**config.mk**
```make
export PLATFORM = sky130hd
export DESIGN_NAME = sram_ctrl
export DESIGN_NICKNAME = d
export VERILOG_FILES = /design/src/rtl/sram_ctrl_pkg.sv /design/src/rtl/sram_wait_cnt.sv /design/src/rtl/sram_rd_capture.sv /design/src/rtl/sram_ctrl.sv
export SDC_FILE = /design/constraint.sdc
export NUM_CORES = 1
export LEC_CHECK = 0
export BUFFER_PORTS_ARGS = -buffer_cell sky130_fd_sc_hd__buf_4
export CAP_MARGIN = 20
export CORE_MARGIN = 1
export CORE_UTILIZATION = 30
export DETAILED_ROUTE_END_ITERATION = 10
export PLACE_DENSITY = 0.56
export SLEW_MARGIN = 40
export SYNTH_ARGS = -nofsm -noshare
export SYNTH_HDL_FRONTEND = slang
export SYNTH_HIERARCHICAL = 1
export SYNTH_SLANG_ARGS = --single-unit
```
**constraint.sdc**
```tcl
create_clock -name clk -period 2.64 [get_ports clk]
set_input_delay 0.264 -clock clk [delete_from_list [all_inputs] [get_ports clk]]
set_output_delay 0.264 -clock clk [all_outputs]
set_load 0.03 [all_outputs]
```
**src/rtl/sram_ctrl_pkg.sv**
```systemverilog
package sram_ctrl_pkg;

    typedef enum logic [2:0] {
        ST_IDLE,
        ST_READ_ACCESS,
        ST_READ_CAPTURE,
        ST_WRITE_SETUP,
        ST_WRITE_PULSE,
        ST_WRITE_RECOVER,
        ST_TURNAROUND
    } ctrl_state_e;

    // Convert a nanosecond figure to clock cycles: round up, floor of one.
    function automatic int unsigned ns_to_cyc(input int unsigned ns, input int unsigned clk_ns);
        int unsigned c;
        c = (ns + clk_ns - 1) / clk_ns;
        return (c == 0) ? 1 : c;
    endfunction

    function automatic int unsigned max_u(input int unsigned a, input int unsigned b);
        return (a > b) ? a : b;
    endfunction

    // Subtract with a floor of zero.
    function automatic int unsigned sub_sat(input int unsigned a, input int unsigned b);
        return (a > b) ? (a - b) : 0;
    endfunction

endpackage

```
**src/rtl/sram_wait_cnt.sv**
```systemverilog
module sram_wait_cnt #(
    parameter int CW = 4
) (
    input  logic          clk,
    input  logic          rst,
    input  logic          load,
    input  logic [CW-1:0] len,
    output logic          done
);
    logic [CW-1:0] cnt;

    // A state loaded with len lasts len cycles; done marks its last cycle.
    always_ff @(posedge clk) begin
        if (rst) begin
            cnt <= '0;
        end else if (load) begin
            cnt <= len - CW'(1);
        end else if (cnt != '0) begin
            cnt <= cnt - CW'(1);
        end
    end

    assign done = (cnt == '0);
endmodule

```
**src/rtl/sram_rd_capture.sv**
```systemverilog
module sram_rd_capture #(
    parameter int DW = 16
) (
    input  logic          clk,
    input  logic          rst,
    input  logic          cap_en,
    input  logic [DW-1:0] dq_in,
    output logic          rsp_valid,
    output logic [DW-1:0] rsp_rdata
);
    always_ff @(posedge clk) begin
        if (rst) begin
            rsp_valid <= 1'b0;
            rsp_rdata <= '0;
        end else begin
            rsp_valid <= cap_en;
            if (cap_en) begin
                rsp_rdata <= dq_in;
            end
        end
    end
endmodule

```
**src/rtl/sram_ctrl.sv**
```systemverilog
module sram_ctrl
    import sram_ctrl_pkg::*;
#(
    parameter int AW     = 16,
    parameter int DW     = 16,
    parameter int CLK_NS = 5,
    parameter int T_RC   = 70,
    parameter int T_AA   = 70,
    parameter int T_DOE  = 35,
    parameter int T_HZ   = 25,
    parameter int T_WC   = 70,
    parameter int T_PWE  = 50,
    parameter int T_SCE  = 60,
    parameter int T_AW   = 60,
    parameter int T_SD   = 30
) (
    input  logic          clk,
    input  logic          rst,
    input  logic          req_valid,
    output logic          req_ready,
    input  logic          req_write,
    input  logic [AW-1:0] req_addr,
    input  logic [DW-1:0] req_wdata,
    output logic          rsp_valid,
    output logic [DW-1:0] rsp_rdata,
    output logic          sram_ce_n,
    output logic          sram_oe_n,
    output logic          sram_we_n,
    output logic [AW-1:0] sram_addr,
    output logic [DW-1:0] sram_dq_out,
    output logic          sram_dq_oe,
    input  logic [DW-1:0] sram_dq_in
);
    // Derived cycle counts
    localparam int unsigned RD_ACC = max_u(max_u(ns_to_cyc(T_AA, CLK_NS), ns_to_cyc(T_DOE, CLK_NS)),
                                           sub_sat(ns_to_cyc(T_RC, CLK_NS), 1));
    localparam int unsigned TURN   = ns_to_cyc(T_HZ, CLK_NS);
    localparam int unsigned WR_PW  = max_u(max_u(ns_to_cyc(T_PWE, CLK_NS), ns_to_cyc(T_SD, CLK_NS)),
                                           max_u(sub_sat(ns_to_cyc(T_SCE, CLK_NS), 1),
                                                 sub_sat(ns_to_cyc(T_AW, CLK_NS), 1)));
    localparam int unsigned WR_REC = max_u(1, sub_sat(ns_to_cyc(T_WC, CLK_NS), 1 + WR_PW));
    localparam int unsigned MAXC   = max_u(max_u(RD_ACC, TURN), max_u(WR_PW, WR_REC));
    localparam int          CW     = $clog2(MAXC + 1);

    ctrl_state_e   st, st_nxt;
    logic          cnt_load;
    logic [CW-1:0] cnt_len;
    logic          cnt_done;
    logic [AW-1:0] addr_q;
    logic [DW-1:0] wdata_q;
    logic          cap_en;

    sram_wait_cnt #(.CW(CW)) u_cnt (
        .clk  (clk),
        .rst  (rst),
        .load (cnt_load),
        .len  (cnt_len),
        .done (cnt_done)
    );

    // State register
    always_ff @(posedge clk) begin
        if (rst) begin
            st <= ST_IDLE;
        end else begin
            st <= st_nxt;
        end
    end

    // Request capture
    always_ff @(posedge clk) begin
        if (rst) begin
            addr_q  <= '0;
            wdata_q <= '0;
        end else if (st == ST_IDLE && req_valid) begin
            addr_q  <= req_addr;
            wdata_q <= req_wdata;
        end
    end

    // Transitions and counter loads
    always_comb begin
        st_nxt   = st;
        cnt_load = 1'b0;
        cnt_len  = CW'(1);
        unique case (st)
            ST_IDLE: begin
                if (req_valid) begin
                    cnt_load = 1'b1;
                    if (req_write) begin
                        st_nxt  = ST_WRITE_SETUP;
                        cnt_len = CW'(1);
                    end else begin
                        st_nxt  = ST_READ_ACCESS;
                        cnt_len = CW'(RD_ACC);
                    end
                end
            end
            ST_READ_ACCESS: begin
                if (cnt_done) begin
                    st_nxt   = ST_READ_CAPTURE;
                    cnt_load = 1'b1;
                    cnt_len  = CW'(1);
                end
            end
            ST_READ_CAPTURE: begin
                if (cnt_done) begin
                    st_nxt   = ST_TURNAROUND;
                    cnt_load = 1'b1;
                    cnt_len  = CW'(TURN);
                end
            end
            ST_TURNAROUND: begin
                if (cnt_done) begin
                    st_nxt = ST_IDLE;
                end
            end
            ST_WRITE_SETUP: begin
                if (cnt_done) begin
                    st_nxt   = ST_WRITE_PULSE;
                    cnt_load = 1'b1;
                    cnt_len  = CW'(WR_PW);
                end
            end
            ST_WRITE_PULSE: begin
                if (cnt_done) begin
                    st_nxt   = ST_WRITE_RECOVER;
                    cnt_load = 1'b1;
                    cnt_len  = CW'(WR_REC);
                end
            end
            ST_WRITE_RECOVER: begin
                if (cnt_done) begin
                    st_nxt = ST_IDLE;
                end
            end
            default: st_nxt = ST_IDLE;
        endcase
    end

    // Outputs decoded from the registered state
    always_comb begin
        req_ready  = 1'b0;
        sram_ce_n  = 1'b1;
        sram_oe_n  = 1'b1;
        sram_we_n  = 1'b1;
        sram_dq_oe = 1'b0;
        unique case (st)
            ST_IDLE: req_ready = 1'b1;
            ST_READ_ACCESS, ST_READ_CAPTURE: begin
                sram_ce_n = 1'b0;
                sram_oe_n = 1'b0;
            end
            ST_TURNAROUND: ;
            ST_WRITE_SETUP: begin
                sram_ce_n  = 1'b0;
                sram_dq_oe = 1'b1;
            end
            ST_WRITE_PULSE: begin
                sram_ce_n  = 1'b0;
                sram_we_n  = 1'b0;
                sram_dq_oe = 1'b1;
            end
            ST_WRITE_RECOVER: sram_dq_oe = 1'b1;
            default: ;
        endcase
    end

    assign sram_addr   = addr_q;
    assign sram_dq_out = wdata_q;
    assign cap_en      = (st == ST_READ_CAPTURE) && cnt_done;

    sram_rd_capture #(.DW(DW)) u_cap (
        .clk       (clk),
        .rst       (rst),
        .cap_en    (cap_en),
        .dq_in     (sram_dq_in),
        .rsp_valid (rsp_valid),
        .rsp_rdata (rsp_rdata)
    );
endmodule

```
# == Word-level counts from Yosys, hierarchy flattened ==
# Index checks and enable logic that the tools add are counted.
# classes
add_sub_neg,2
mux,24
n_eq_ne,12
n_reduce_logical,11
# ops
operator,count
$mux W3,7
$mux W4,5
$pmux W3 S6,1
$pmux W4 S4,1
$ne A2 B2 Y1 const B,5
$eq A3 B3 Y1 const B,3
$sub A4 B1 Y4 const B,2
$mux W1,7
$eq A3 B2 Y1 const B,2
$reduce_and A6 Y1,1
$logic_not A4 Y1,1
$mux W2,2
$reduce_bool A4 Y1,1
$reduce_or A2 Y1,2
$reduce_or A4 Y1,1
$eq A3 B1 Y1 const B,1
$logic_not A3 Y1,1
$reduce_or A3 Y1,1
$logic_and A1 B1 Y1,2
$ne A2 B1 Y1 const B,1
$pmux W1 S2,1
$reduce_bool A2 Y1,1
# word_totals
in_bits,52
output_inout_bits,54
ff_bits,56
wordCells,55

# == Logic depth before layout (Yosys ltp) ==
# Gate-level depths: netlist of the first run.
# depth
ltp_word,5
depth_mapped,10
mapped_depth_nobuf,8

# == Cells and area by module ==
# The synthesis of the first run kept the hierarchy.
# by_module_without_submodules
module,area_per_inst_um2,cells_per_inst,seq_area_each_um2,instances
sram_ctrl,1451.4,185,700.7,1
sram_rd_capture,608.1,54,340.3,1
sram_wait_cnt,222.7,22,80.1,1

# == Least setup slack after synthesis of the first run ==
# OpenSTA, ideal clock, no wires.
# synth_path
kind,register -> register
startpoint,register u_cnt.cnt[1]
endpoint,register u_cnt.cnt[2]
setup_time_ns,0.114
period_less_slack_ns,2.085
n_path_buf,2
path_stages_with_launch,11
required_time_ns,2.526
slack_ns,0.555
arrival_time_ns,1.971
path_cell_list,dfxtp_1 -> nor4_4 -> clkbuf_1 -> and2_1 -> nand2_1 -> o21ai_0 -> clkbuf_2 -> mux2i_1 -> ha_1 -> xor2_1 -> nor2_1
# synth_via
elab_cells_between_ends,13
cone_classes,add/sub: 2; mux: 8; reduce/logical: 3
# synth_rtl
item,line_no,source
from (decl),sram_wait_cnt.sv:10,logic [CW-1:0] cnt;
from (signal assigned),sram_wait_cnt.sv:17,cnt <= len - CW'(1);
from (signal assigned),sram_wait_cnt.sv:19,cnt <= cnt - CW'(1);
$logic_not A4 Y1 (*),sram_wait_cnt.sv:23,assign done = (cnt == '0);
net cnt_done,sram_ctrl.sv:48,logic cnt_done;
$mux W1 (*),-,
$pmux W1 S2 (*),sram_ctrl.sv:86,unique case (st)
net cnt_load,sram_ctrl.sv:46,logic cnt_load;
$mux W4 / $reduce_bool A2 Y1 (equally long branches),-,
# The timed path passes the listed nets; every way through them passes the cells marked *. The select of a mux whose other input is x is not followed.
# A chain may end at the register's enable or synchronous reset.

# == Worst setup path after layout of the first run ==
# layout_path
startpoint,register st[1]
endpoint,register u_cnt.cnt[2]
# layout_via
elab_chain_cells,4
elab_cells_between_ends,11
cone_classes,add/sub: 1; eq/ne: 4; mux: 3; reduce/logical: 3
# layout_rtl
item,line_no,source
from (decl),sram_ctrl.sv:45,"ctrl_state_e st, st_nxt;"
from (signal assigned),sram_ctrl.sv:66,st <= st_nxt;
$eq A3 B2 Y1 (tied with other cells),sram_ctrl.sv:86,
$reduce_or A4 Y1 (no source line),-,
$pmux W1 S2 (*),sram_ctrl.sv:86,
net cnt_load,sram_ctrl.sv:46,
$mux W4 / $reduce_bool A2 Y1 (equally long branches),-,
# The timed path passes the listed nets; every way through them passes the cells marked *.

==> out/qor.log, run 1 <==
[outcome] outcome finished clean
[setup_path] startpoint-to-endpoint class of the critical path flop to flop
[cells_and_area] final net count 411
[synth] most area-hungry cell type in the Yosys netlist sky130_fd_sc_hd__dfxtp_1
[synth] share of flip-flops with an asynchronous set or reset after synthesis 0
[cells_and_area] register cell area after layout 1120 um2
[worst_hold_path] hold path depth 3
[global_route] maximum number of pins on one net before global-route repair 56
[sta] post-layout minimum cycle time 2.09 ns
[routing] detailed-routing iteration count for the pre-antenna-repair pass 4
[routing] total number of vias 2019
[routing] via count normalized by instance count 4.41
[clock_tree] CTS sink count 56
[cells_and_area] Layout Area Growth over Synthesis 40.4%
[routing] metal3 WL 421 um
[routing] residual DRC count 0
[setup_path] arrival time of data at the critical path endpoint 2.29 ns
[cells_and_area] multi-input gate area in the final layout 1020 um2
[sta] max-slew violations 0
[clock_tree] CTS Buf Count 5
[die] Starting Density 0.313
[clock_tree] maximum clock path buffer count 2
[job] max-capacitance violation count 0
[synth] number of different library cells in the post-synthesis netlist 37
[routing] Total Routed Length 5410 um
[synth] area share of the leading cell type in the synthesized netlist 0.491
[clock_tree] Gates resized, CTS repair 0
[die] Die Y-Extent 89.2 um
[power_and_ir_drop] Power Dens Cells 1020 nW/um2
[global_route] total congestion overflow after global routing 0
[synth] Synth area leaders sky130_fd_sc_hd__dfxtp_1 49%, sky130_fd_sc_hd__nand2_1 11%, sky130_fd_sc_hd__mux2i_1 9.2%, sky130_fd_sc_hd__a21oi_1 7.9%, sky130_fd_sc_hd__nor2_1 3.6%
[setup_path] Worst Setup Start Kind flop
[global_route] first-pass GRT wire length 8050 um
[setup_path] CP delay by family, top simple AND/OR/NAND/NOR gates
[die] x dimension of the die 89.2 um
[synth] average cell area after synthesis 8.74 um2
[setup_path] Slowest-stage cell, CP sky130_fd_sc_hd__dfxtp_1
[routing] number of nets with antenna violations after routing 0
[power_and_ir_drop] switching power as a share of total power 0.423
[synth] number of enable-type register cells in the synthesized netlist 0
[global_route] antenna violations before repair 0
[setup_path] sort of element at the end of the critical path flop
[sta] slew at the pin closest to its max-slew limit 0.603 ns
[placement] Cell Count Post-Placement 450
[sta] peak clock frequency supported by timing 479 MHz
[synth] top-count cell post-synth sky130_fd_sc_hd__nand2_1
[clock_tree] count of hold buffers inserted by post-cts repair 0
[worst_hold_path] Hold Path Class input pin to flop
[setup_path] cell type with the highest occurrence count on the critical path sky130_fd_sc_hd__nor2_1
[synth] number of flip-flops and latches in the synthesized netlist 56
[setup_path] Critical path buffers and inverters 1
[synth] instance count of the mapped netlist 261
[cells_and_area] fraction of final layout cells sized beyond drive strength 1 0.343
[setup_path] slowest stage delay, CP 0.46 ns
[routing] DRT iter0 DRCs 86
[setup_path] Max Fanout on Critical Path 14
[sta] worst hold slack 0.188 ns
[routing] routed length on met1 2460 um
[setup_path] startpoint of the most critical register-to-register path st[1]$_SDFFE_PP0P_
[die] area of the die 7960 um2
[power_and_ir_drop] overall power after layout 3270 uW
[cells_and_area] total inserted antenna cells 0
[clock_tree] Clk Latency, worst-skew pair 0.30 ns
[die] core region area 7290 um2
[power_and_ir_drop] Reg power frac 0.359
[power_and_ir_drop] cell internal pwr 1890 uW
[synth] top cells by instance count after synthesis 69 x sky130_fd_sc_hd__nand2_1, 56 x sky130_fd_sc_hd__dfxtp_1, 36 x sky130_fd_sc_hd__a21oi_1
[power_and_ir_drop] relative contribution of the clock network to total power 0.146
[worst_hold_path] hold path start sram_dq_in[15]
[power_and_ir_drop] combinational share of power 0.494
[sta] # setup viols final 0
[setup_path] first element of the critical path st[1]$_SDFFE_PP0P_
[clock_tree] clock slew seen by the registers of the worst setup and hold paths 0.10 ns
[placement] weighted congestion at the end of routability-driven global placement 0.739
[sta] RSZ-0062 raised after global routing false
[cells_and_area] count of placed standard cells in the final layout, fillers left out 458
[power_and_ir_drop] static power due to leakage 0.00140 uW
[placement] I/O Buffers 105
[routing] wire per inst 11.8 um
[sta] headroom to the max-slew limit 0.598
[sta] final period utilization 0.791
[power_and_ir_drop] Peak supply drop 0.000354 V
[die] count of pins on the block boundary 106
[synth] leading register cell type out of synthesis sky130_fd_sc_hd__dfxtp_1
[routing] routed length on met2 2440 um
[routing] highest routing layer actually used met4
[clock_tree] TritonCTS clock tree yes
[sta] number of endpoints with negative hold slack in the final report 0
[clock_tree] level count of the clock H-tree 2
[cells_and_area] fill count 773
[global_route] global-route usage over all layers 0.132
[clock_tree] clock root buffer sky130_fd_sc_hd__clkbuf_8
[synth] net count after synthesis 314
[setup_path] critical path depth in cells 8
[die] Row Count 31
[setup_path] number of cell instances on the worst register-to-register path 8
[power_and_ir_drop] switching power 1380 uW
[placement] DP Wirelength 3680 um
[synth] portion of the post-synthesis area used by sequential elements 0.491
[sta] Total Neg Setup Slack 0 ns
[sta] worst-case clock skew 0.00781 ns
[synth] netlist area before placement 2280 um2
[global_route] via count of the first global-routing pass 1734
[setup_path] WP data required 2.84 ns
[setup_path] cell breakdown of the critical path nor2_1 > nand2_1 > o21ai_0 > buf_4 > mux2i_1 > ha_1 > xor2_1 > nor2_1
[synth] Ys Warns 6
[clock_tree] number of buffers inserted to repair setup after CTS 0
## cells in the final DEF, fill, tap and decap left out, drive strengths merged, types with 2 or more instances in the layout
master,netlist,final
a21o,2,2
a21oi,36,36
a31oi,3,3
and2,2,2
buf,14,111
clkbuf,7,7
dfxtp,56,56
inv,3,3
mux2i,21,21
nand2,69,69
nor2,22,22
nor3,2,2
nor4,2,2
o21ai,4,4
xor2,3,3
## power by group through the flow
stage               combinational (uW)  clock (uW)  sequential, uW
global placement                  1620           0            1180
detailed placement                1650           0            1190
global route                      1770         539            1200
CTS                               1650         506            1180
finish                            1620         478            1170
floorplan                          932           0            1410
## state kept, by name, summed over array words and instances (netlist names)
register         flops
sram_dq_out         16
sram_addr           16
u_cap/rsp_valid      1
st                   3
u_cnt/cnt            4
u_cap/rsp_rdata     16
## layer usage
| metal | up-vias | global-route usage |
|---|---|---|
| li1 | 1055 | - |
| met1 | 891 | 0.166 |
| met2 | 65 | 0.213 |
| met3 | 8 | 0.0397 |
| met4 | 0 | 0.0519 |
| met5 | - | 0 |
## area by class of cell
type,instances,share of cell area
repair buffers,111,0.260
clock buffers,7,0.0269
well taps,99,0.0387
multi-input cells,181,0.319
inverters,3,0.00351
clock inverters,1,0.00234
flip-flops and latches,56,0.350
## path summary, 6_finish.rpt
check	slack (ns)	to
worst min register to register	0.46	sram_addr[15]$_SDFFE_PP0P_
worst min-delay path	0.19	u_cap/rsp_rdata[15]$_SDFFE_PP0P_
worst max-delay path	0.55	u_cnt/cnt[2]$_SDFFE_PP0P_
worst max register to register	0.55	u_cnt/cnt[2]$_SDFFE_PP0P_
## stage by stage
step / utilization / setup WS, ns / cell area, um2
detailed placement: 0.427 / 0.551 / 3110
floorplan: - / 0.555 / 2280
global route: 0.439 / 0.382 / 3200
CTS: 0.439 / 0.519 / 3200
global placement: 0.427 / 0.641 / 3110
finish: 0.439 / 0.551 / 3200
## worst register-to-register path: stages, from the launching register on
cell and delay, ns:
sky130_fd_sc_hd__dfxtp_1 0.46, sky130_fd_sc_hd__nor2_1 0.41, sky130_fd_sc_hd__nand2_1 0.20, sky130_fd_sc_hd__o21ai_0 0.13, sky130_fd_sc_hd__buf_4 0.17, sky130_fd_sc_hd__mux2i_1 0.22, sky130_fd_sc_hd__ha_1 0.20, sky130_fd_sc_hd__xor2_1 0.15
sky130_fd_sc_hd__nor2_1 0.05
## cells by family after synthesis
logic type | count (synthesis) | share of synthesized area
adders and majority gates | 1 | 0.00548
buffers and inverters | 24 | 0.0674
muxes | 21 | 0.0921
AOI/OAI and AO/OA | 52 | 0.135
xor gates and xnor gates | 3 | 0.0115
DFF | 56 | 0.491
and+or+nand+nor | 104 | 0.197
(Power assumes the default switching activity.)
==> run 2: changes to the inputs <==
PLACE_DENSITY = 0.58   (was 0.56)
clock period = 1.7 ns   (was 2.64 ns; I/O delays follow)
==> run 2 against run 1 <==
Net effect: the flow now finishes with violations (negative setup slack); critical endpoint unchanged; first-iteration DRC count is 7.0% lower; global-route usage is 1.0 points higher; hold slack worse by 0.095 ns; largest cell class unchanged; via count is 7.9% higher; clock power is 63% higher.
==> out/qor.log, run 2 (synthesis gave the netlist of run 1 again) <==
[global_route] global-route usage over all layers 0.142
[routing] Total Routed Length 6000 um
[sta] slew at the pin closest to its max-slew limit 0.600 ns
[setup_path] WP data required 1.91 ns
[cells_and_area] post-layout instance area 3560 um2
[clock_tree] CTS sink count 56
[setup_path] sort of element at the end of the critical path flop
[power_and_ir_drop] Power Dens Cells 1650 nW/um2
[die] x dimension of the die 89.2 um
[clock_tree] level count of the clock H-tree 2
[placement] pre-CTS WS -0.204 ns
[setup_path] Max Fanout on Critical Path 4
[clock_tree] clock root buffer sky130_fd_sc_hd__clkbuf_8
[clock_tree] Clk Latency, worst-skew pair 0.31 ns
[die] area of the die 7960 um2
[placement] DP Wirelength 3910 um
[cells_and_area] commonest non-fill, non-tap cell in the layout sky130_fd_sc_hd__buf_4
[global_route] maximum number of pins on one net before global-route repair 56
[setup_path] arrival time of data at the critical path endpoint 2.10 ns
[cells_and_area] fill count 726
[placement] I/O Buffers 105
[sta] worst hold slack 0.0929 ns
[sta] post-layout minimum cycle time 1.89 ns
[sta] number of endpoints with negative hold slack in the final report 0
[placement] weighted congestion at the end of routability-driven global placement 0.818
[outcome] outcome complete, but fails checks
[routing] via count normalized by instance count 4.51
[cells_and_area] Layout Utilization 0.488
[worst_hold_path] Hold Path Class input pin to flop
[clock_tree] TritonCTS clock tree yes
[routing] number of nets with antenna violations after routing 0
[die] Die Y-Extent 89.2 um
[sta] final period utilization 1.11
[global_route] total congestion overflow after global routing 0
[sta] worst-case clock skew 0.00990 ns
[global_route] first-pass GRT wire length 8800 um
[die] count of pins on the block boundary 106
[sta] RSZ-0062 raised after global routing true
[power_and_ir_drop] overall power after layout 5880 uW
[cells_and_area] total inserted antenna cells 0
[die] Starting Density 0.313
[outcome] failing checks negative setup slack
[routing] total number of vias 2178
[sta] Final WS setup -0.192 ns
[setup_path] Slowest-stage cell, CP sky130_fd_sc_hd__dfxtp_2
[sta] peak clock frequency supported by timing 529 MHz
[cells_and_area] most frequent cells in the layout 128 x sky130_fd_sc_hd__buf_4, 67 x sky130_fd_sc_hd__nand2_1, 51 x sky130_fd_sc_hd__dfxtp_1
[setup_path] startpoint-to-endpoint class of the critical path flop to flop
[global_route] antenna violations before repair 0
[power_and_ir_drop] static power due to leakage 0.00158 uW
[routing] residual DRC count 0
[clock_tree] count of hold buffers inserted by post-cts repair 0
[routing] wire per inst 12.4 um
[sta] headroom to the max-slew limit 0.600
[clock_tree] clock slew seen by the registers of the worst setup and hold paths 0.10 ns
[placement] placement-stage cell area 3300 um2
[global_route] via count of the first global-routing pass 1950
[die] core region area 7290 um2
[die] Row Count 31
[routing] detailed-routing iteration count for the pre-antenna-repair pass 4
[power_and_ir_drop] Peak supply drop 0.000694 V
[setup_path] Worst Setup Start Kind flop
[sta] max-slew violations 0
[cells_and_area] fraction of final layout cells sized beyond drive strength 1 0.435
[sta] # setup viols final 19
[cells_and_area] final net count 436
[setup_path] slowest stage delay, CP 0.35 ns
[job] max-capacitance violation count 0
[cells_and_area] Layout Area Growth over Synthesis 56.0%
[routing] DRT iter0 DRCs 80
[setup_path] cell breakdown of the critical path nor4_4 > buf_4 > mux2i_2 > o21ai_2 > mux2i_1 > ha_2 > xor2_1 > nor2_1
[clock_tree] maximum clock path buffer count 2
[clock_tree] CTS Buf Count 5
run 2: path summary, 6_finish.rpt:
path	from	to	slack, ns	cells past startpoint
max	u_cnt/cnt[1]$_SDFFE_PP0P_	u_cnt/cnt[2]$_SDFFE_PP0P_	-0.19	8
min	sram_dq_in[0]	u_cap/rsp_rdata[0]$_SDFFE_PP0P_	0.09	3
max reg2reg	u_cnt/cnt[1]$_SDFFE_PP0P_	u_cnt/cnt[2]$_SDFFE_PP0P_	-0.19	8
min reg2reg	sram_dq_out[9]$_SDFFE_PP0P_	sram_dq_out[9]$_SDFFE_PP0P_	0.46	2
run 2: report_power, final:
part / leakage [uW] / internal [uW] / switching (uW) / total [uW]
Clock: 0.0000516 / 335 / 444 / 779
Combinational: 0.00107 / 1540 / 1790 / 3330
Sequential: 0.000459 / 1600 / 169 / 1770
Total: 0.00158 / 3470 / 2410 / 5880
run 2: worst max-delay path: cells and delay by family, from the launching register on:
| family | cells | cell delay, ns |
|---|---|---|
| xor+xnor | 1 | 0.14 |
| buf+inv | 1 | 0.18 |
| compound gates | 1 | 0.23 |
| flops | 1 | 0.35 |
| fa+ha+maj | 1 | 0.22 |
| simple gates | 2 | 0.34 |
| mux | 2 | 0.35 |
run 2: cell type report:
class / instances / area (um2) / area share
multi-input combinational: 181 / 1080 / 0.303
inverter: 3 / 11.3 / 0.00316
clock buffer: 6 / 82.6 / 0.0232
tap: 99 / 124 / 0.0348
timing repair buffer: 136 / 1120 / 0.316
clock inverter: 2 / 13.8 / 0.00387
sequential: 56 / 1130 / 0.317
run 2: stage by stage:
stage	cells	setup TNS [ns]
2_1_floorplan	261	-0.704
3_3_place_gp	468	-1.15
3_5_place_dp	468	-1.85
4_1_cts	481	-1.78
5_1_grt	483	-4.42
6_report	483	-2.23
run 2: what timing repair did:
item                                    CTS  global route
setup buffers                             3             1
pin swaps                                 0             6
endpoints found under the setup margin   20            52
gates resized for setup                  15             8
gates cloned                              2             1
run 2: metal layers:
metal / global-route usage / share of wire
met5: 0 / 0
met4: 0.0375 / 0.0087
met3: 0.0416 / 0.057
met2: 0.253 / 0.50
met1: 0.168 / 0.44
==> run 3: changes to the inputs <==
clock period = 1.6 ns   (was 1.7 ns; I/O delays follow)
==> run 3 against run 2 <==
Net effect: the run still ends with negative setup slack left; sequential share of layout area down 1.8 points; global-route usage down 0.67 points; routed wire length up 1.6%; hold slack worse by 0.0068 ns; combinational power up 17%; sequential power up 9%; non-clock buffer count unchanged; worst setup slack worse by 0.020 ns; first-iteration DRC count up 3.8%; maximum frequency up 4.4%; critical path depth up 1; final cell count unchanged.
==> out/qor.log, run 3 (synthesis gave the netlist of run 1 again) <==
[setup_path] arrival time of data at the critical path endpoint 2.02 ns
[outcome] failing checks negative setup slack
[placement] I/O Buffers 105
[power_and_ir_drop] switching power 2760 uW
[die] core region area 7290 um2
[global_route] first-pass GRT wire length 8460 um
[setup_path] Critical path buffers and inverters 1
[die] x dimension of the die 89.2 um
[worst_hold_path] Hold EP sram_addr[6]$_SDFFE_PP0P_
[power_and_ir_drop] static power due to leakage 0.00167 uW
[sta] headroom to the max-slew limit 0.550
[cells_and_area] post-layout instance area 3780 um2
[outcome] outcome complete, but fails checks
[global_route] total congestion overflow after global routing 0
[clock_tree] CTS Buf Count 5
[power_and_ir_drop] combinational share of power 0.586
[routing] DRT iter0 DRCs 83
[worst_hold_path] hold path start req_addr[6]
[sta] slew at the pin closest to its max-slew limit 0.676 ns
[setup_path] number of cell instances on the worst register-to-register path 9
[worst_hold_path] Hold Path Class input pin to flop
[sta] worst-case clock skew 0.00836 ns
[cells_and_area] total inserted antenna cells 0
[setup_path] startpoint of the most critical register-to-register path u_cnt/cnt[3]$_SDFFE_PP0P_
[routing] Total Routed Length 6100 um
[cells_and_area] most frequent cells in the layout 124 x sky130_fd_sc_hd__buf_4, 50 x sky130_fd_sc_hd__dfxtp_1, 46 x sky130_fd_sc_hd__nand2_1
[setup_path] Slowest-stage cell, CP sky130_fd_sc_hd__dfxtp_2
[routing] detailed-routing iteration count for the pre-antenna-repair pass 4
[global_route] global-route usage over all layers 0.136
[job] max-capacitance violation count 0
[clock_tree] clock slew seen by the registers of the worst setup and hold paths 0.10 ns
[setup_path] cell breakdown of the critical path nor4_4 > buf_4 > and2_4 > nand2_4 > o21ai_4 > mux2i_1 > ha_2 > xor2_1 > nor2_1
[power_and_ir_drop] Power Dens Cells 1750 nW/um2
[sta] # setup viols final 23
[die] count of pins on the block boundary 106
[placement] weighted congestion at the end of routability-driven global placement 0.839
[clock_tree] level count of the clock H-tree 2
[die] Row Count 31
[sta] peak clock frequency supported by timing 552 MHz
[sta] final period utilization 1.13
[global_route] maximum number of pins on one net before global-route repair 56
[die] Die Y-Extent 89.2 um
[power_and_ir_drop] Reg power frac 0.291
[setup_path] Max Fanout on Critical Path 4
[sta] number of endpoints with negative hold slack in the final report 0
[sta] Total Neg Setup Slack -2.48 ns
[setup_path] worst-case register-to-register setup slack -0.21 ns
[setup_path] startpoint-to-endpoint class of the critical path flop to flop
[routing] wire per inst 12.6 um
[cells_and_area] fraction of final layout cells sized beyond drive strength 1 0.526
[routing] number of nets with antenna violations after routing 0
[placement] placement-stage cell area 3310 um2
[sta] Final WS setup -0.212 ns
[cells_and_area] Layout Area Growth over Synthesis 65.8%
[clock_tree] TritonCTS clock tree yes
[setup_path] Worst Setup Start Kind flop
[worst_hold_path] hold path depth 3
[sta] post-layout minimum cycle time 1.81 ns
[power_and_ir_drop] cell internal pwr 3870 uW
[clock_tree] maximum clock path buffer count 2
[placement] DP Wirelength 3870 um
[setup_path] CP delay by family, top simple AND/OR/NAND/NOR gates
[power_and_ir_drop] relative contribution of the clock network to total power 0.122
[global_route] antenna violations before repair 0
[clock_tree] clock root buffer sky130_fd_sc_hd__clkbuf_8
[routing] residual DRC count 0
[power_and_ir_drop] Peak supply drop 0.000563 V
[die] area of the die 7960 um2
[setup_path] sort of element at the end of the critical path flop
[setup_path] terminus of the critical flop-to-flop path u_cnt/cnt[2]$_SDFFE_PP0P_
[setup_path] WP data required 1.81 ns
[cells_and_area] commonest non-fill, non-tap cell in the layout sky130_fd_sc_hd__buf_4
[setup_path] slowest stage delay, CP 0.34 ns
[cells_and_area] fill count 687
[routing] via count normalized by instance count 4.57
[cells_and_area] final net count 436
[die] Starting Density 0.313
[routing] total number of vias 2206
[clock_tree] Clk Latency, worst-skew pair 0.31 ns
[power_and_ir_drop] switching power as a share of total power 0.416
[global_route] via count of the first global-routing pass 1877
[clock_tree] CTS sink count 56
[sta] max-slew violations 0
[sta] RSZ-0062 raised after global routing true
run 3: worst max-delay path by stage:
stage                         startpoint                        end  slack [ns]  cells past startpoint
3_5_place_dp   u_cnt/cnt[2]$_SDFFE_PP0P_  u_cnt/cnt[3]$_SDFFE_PP0P_       -0.29                      9
3_3_place_gp   u_cnt/cnt[3]$_SDFFE_PP0P_  u_cnt/cnt[2]$_SDFFE_PP0P_       -0.25                      9
4_1_cts        u_cnt/cnt[1]$_SDFFE_PP0P_  u_cnt/cnt[2]$_SDFFE_PP0P_       -0.22                      9
5_1_grt        u_cnt/cnt[3]$_SDFFE_PP0P_  u_cnt/cnt[2]$_SDFFE_PP0P_       -0.35                      9
6_report       u_cnt/cnt[3]$_SDFFE_PP0P_  u_cnt/cnt[2]$_SDFFE_PP0P_       -0.21                      9
2_1_floorplan  u_cnt/cnt[3]$_SDFFE_PP0P_  u_cnt/cnt[2]$_SDFFE_PP0P_       -0.36                     10
run 3: power groups by stage:
stage	Clock [uW]	Sequential, uW	Combinational, uW
after detailed placement	0	1900	3170
after CTS	859	1880	3360
after global routing	909	1970	4170
final	812	1930	3880
after floorplan	0	2330	1640
after global placement	0	1890	3140
run 3: area by class of cell:
type                       instances  area, um2  share of cell area
inverter                           3       11.3             0.00298
sequential                        56       1130               0.299
clock buffer                       6       82.6              0.0218
tap                               99        124              0.0327
clock inverter                     2       13.8             0.00364
timing repair buffer             136       1140               0.302
multi-input combinational        181       1280               0.338
run 3: worst min-delay path, delay by kind of cell:
kind | cells | cell delay [ns]
AND/OR/NAND/NOR | 1 | 0.04
buffers and inverters | 1 | 0.10
AO/OA/AOI/OAI | 1 | 0.05
run 3: timing repair:
action / 4_1_cts / 5_1_grt
setup endpoints to repair: 21 / 45
gates cloned: 0 / 4
gates resized for setup: 11 / 59
setup buffers: 5 / 0
hold buffers: 0 / 0
pin swaps: 6 / 33
hold endpoints to repair: 0 / 0
run 3: layer usage:
| layer | share of wire | global-route usage |
|---|---|---|
| met5 | 0 | 0 |
| met4 | 0.0084 | 0.0361 |
| met3 | 0.064 | 0.0379 |
| met2 | 0.51 | 0.248 |
| met1 | 0.42 | 0.155 |
run 3: stage by stage:
| stage | total power [uW] | util | worst slack (ns) | hold slack [ns] | instances |
|---|---|---|---|---|---|
| floorplan | 3970 | - | -0.359 | 0.222 | 261 |
| global placement | 5030 | 0.453 | -0.251 | 0.398 | 466 |
| detailed placement | 5070 | 0.453 | -0.287 | 0.403 | 466 |
| CTS | 6100 | 0.478 | -0.216 | 0.0720 | 479 |
| global route | 7040 | 0.519 | -0.350 | 0.0708 | 483 |
| finish | 6630 | 0.519 | -0.212 | 0.0861 | 483 |
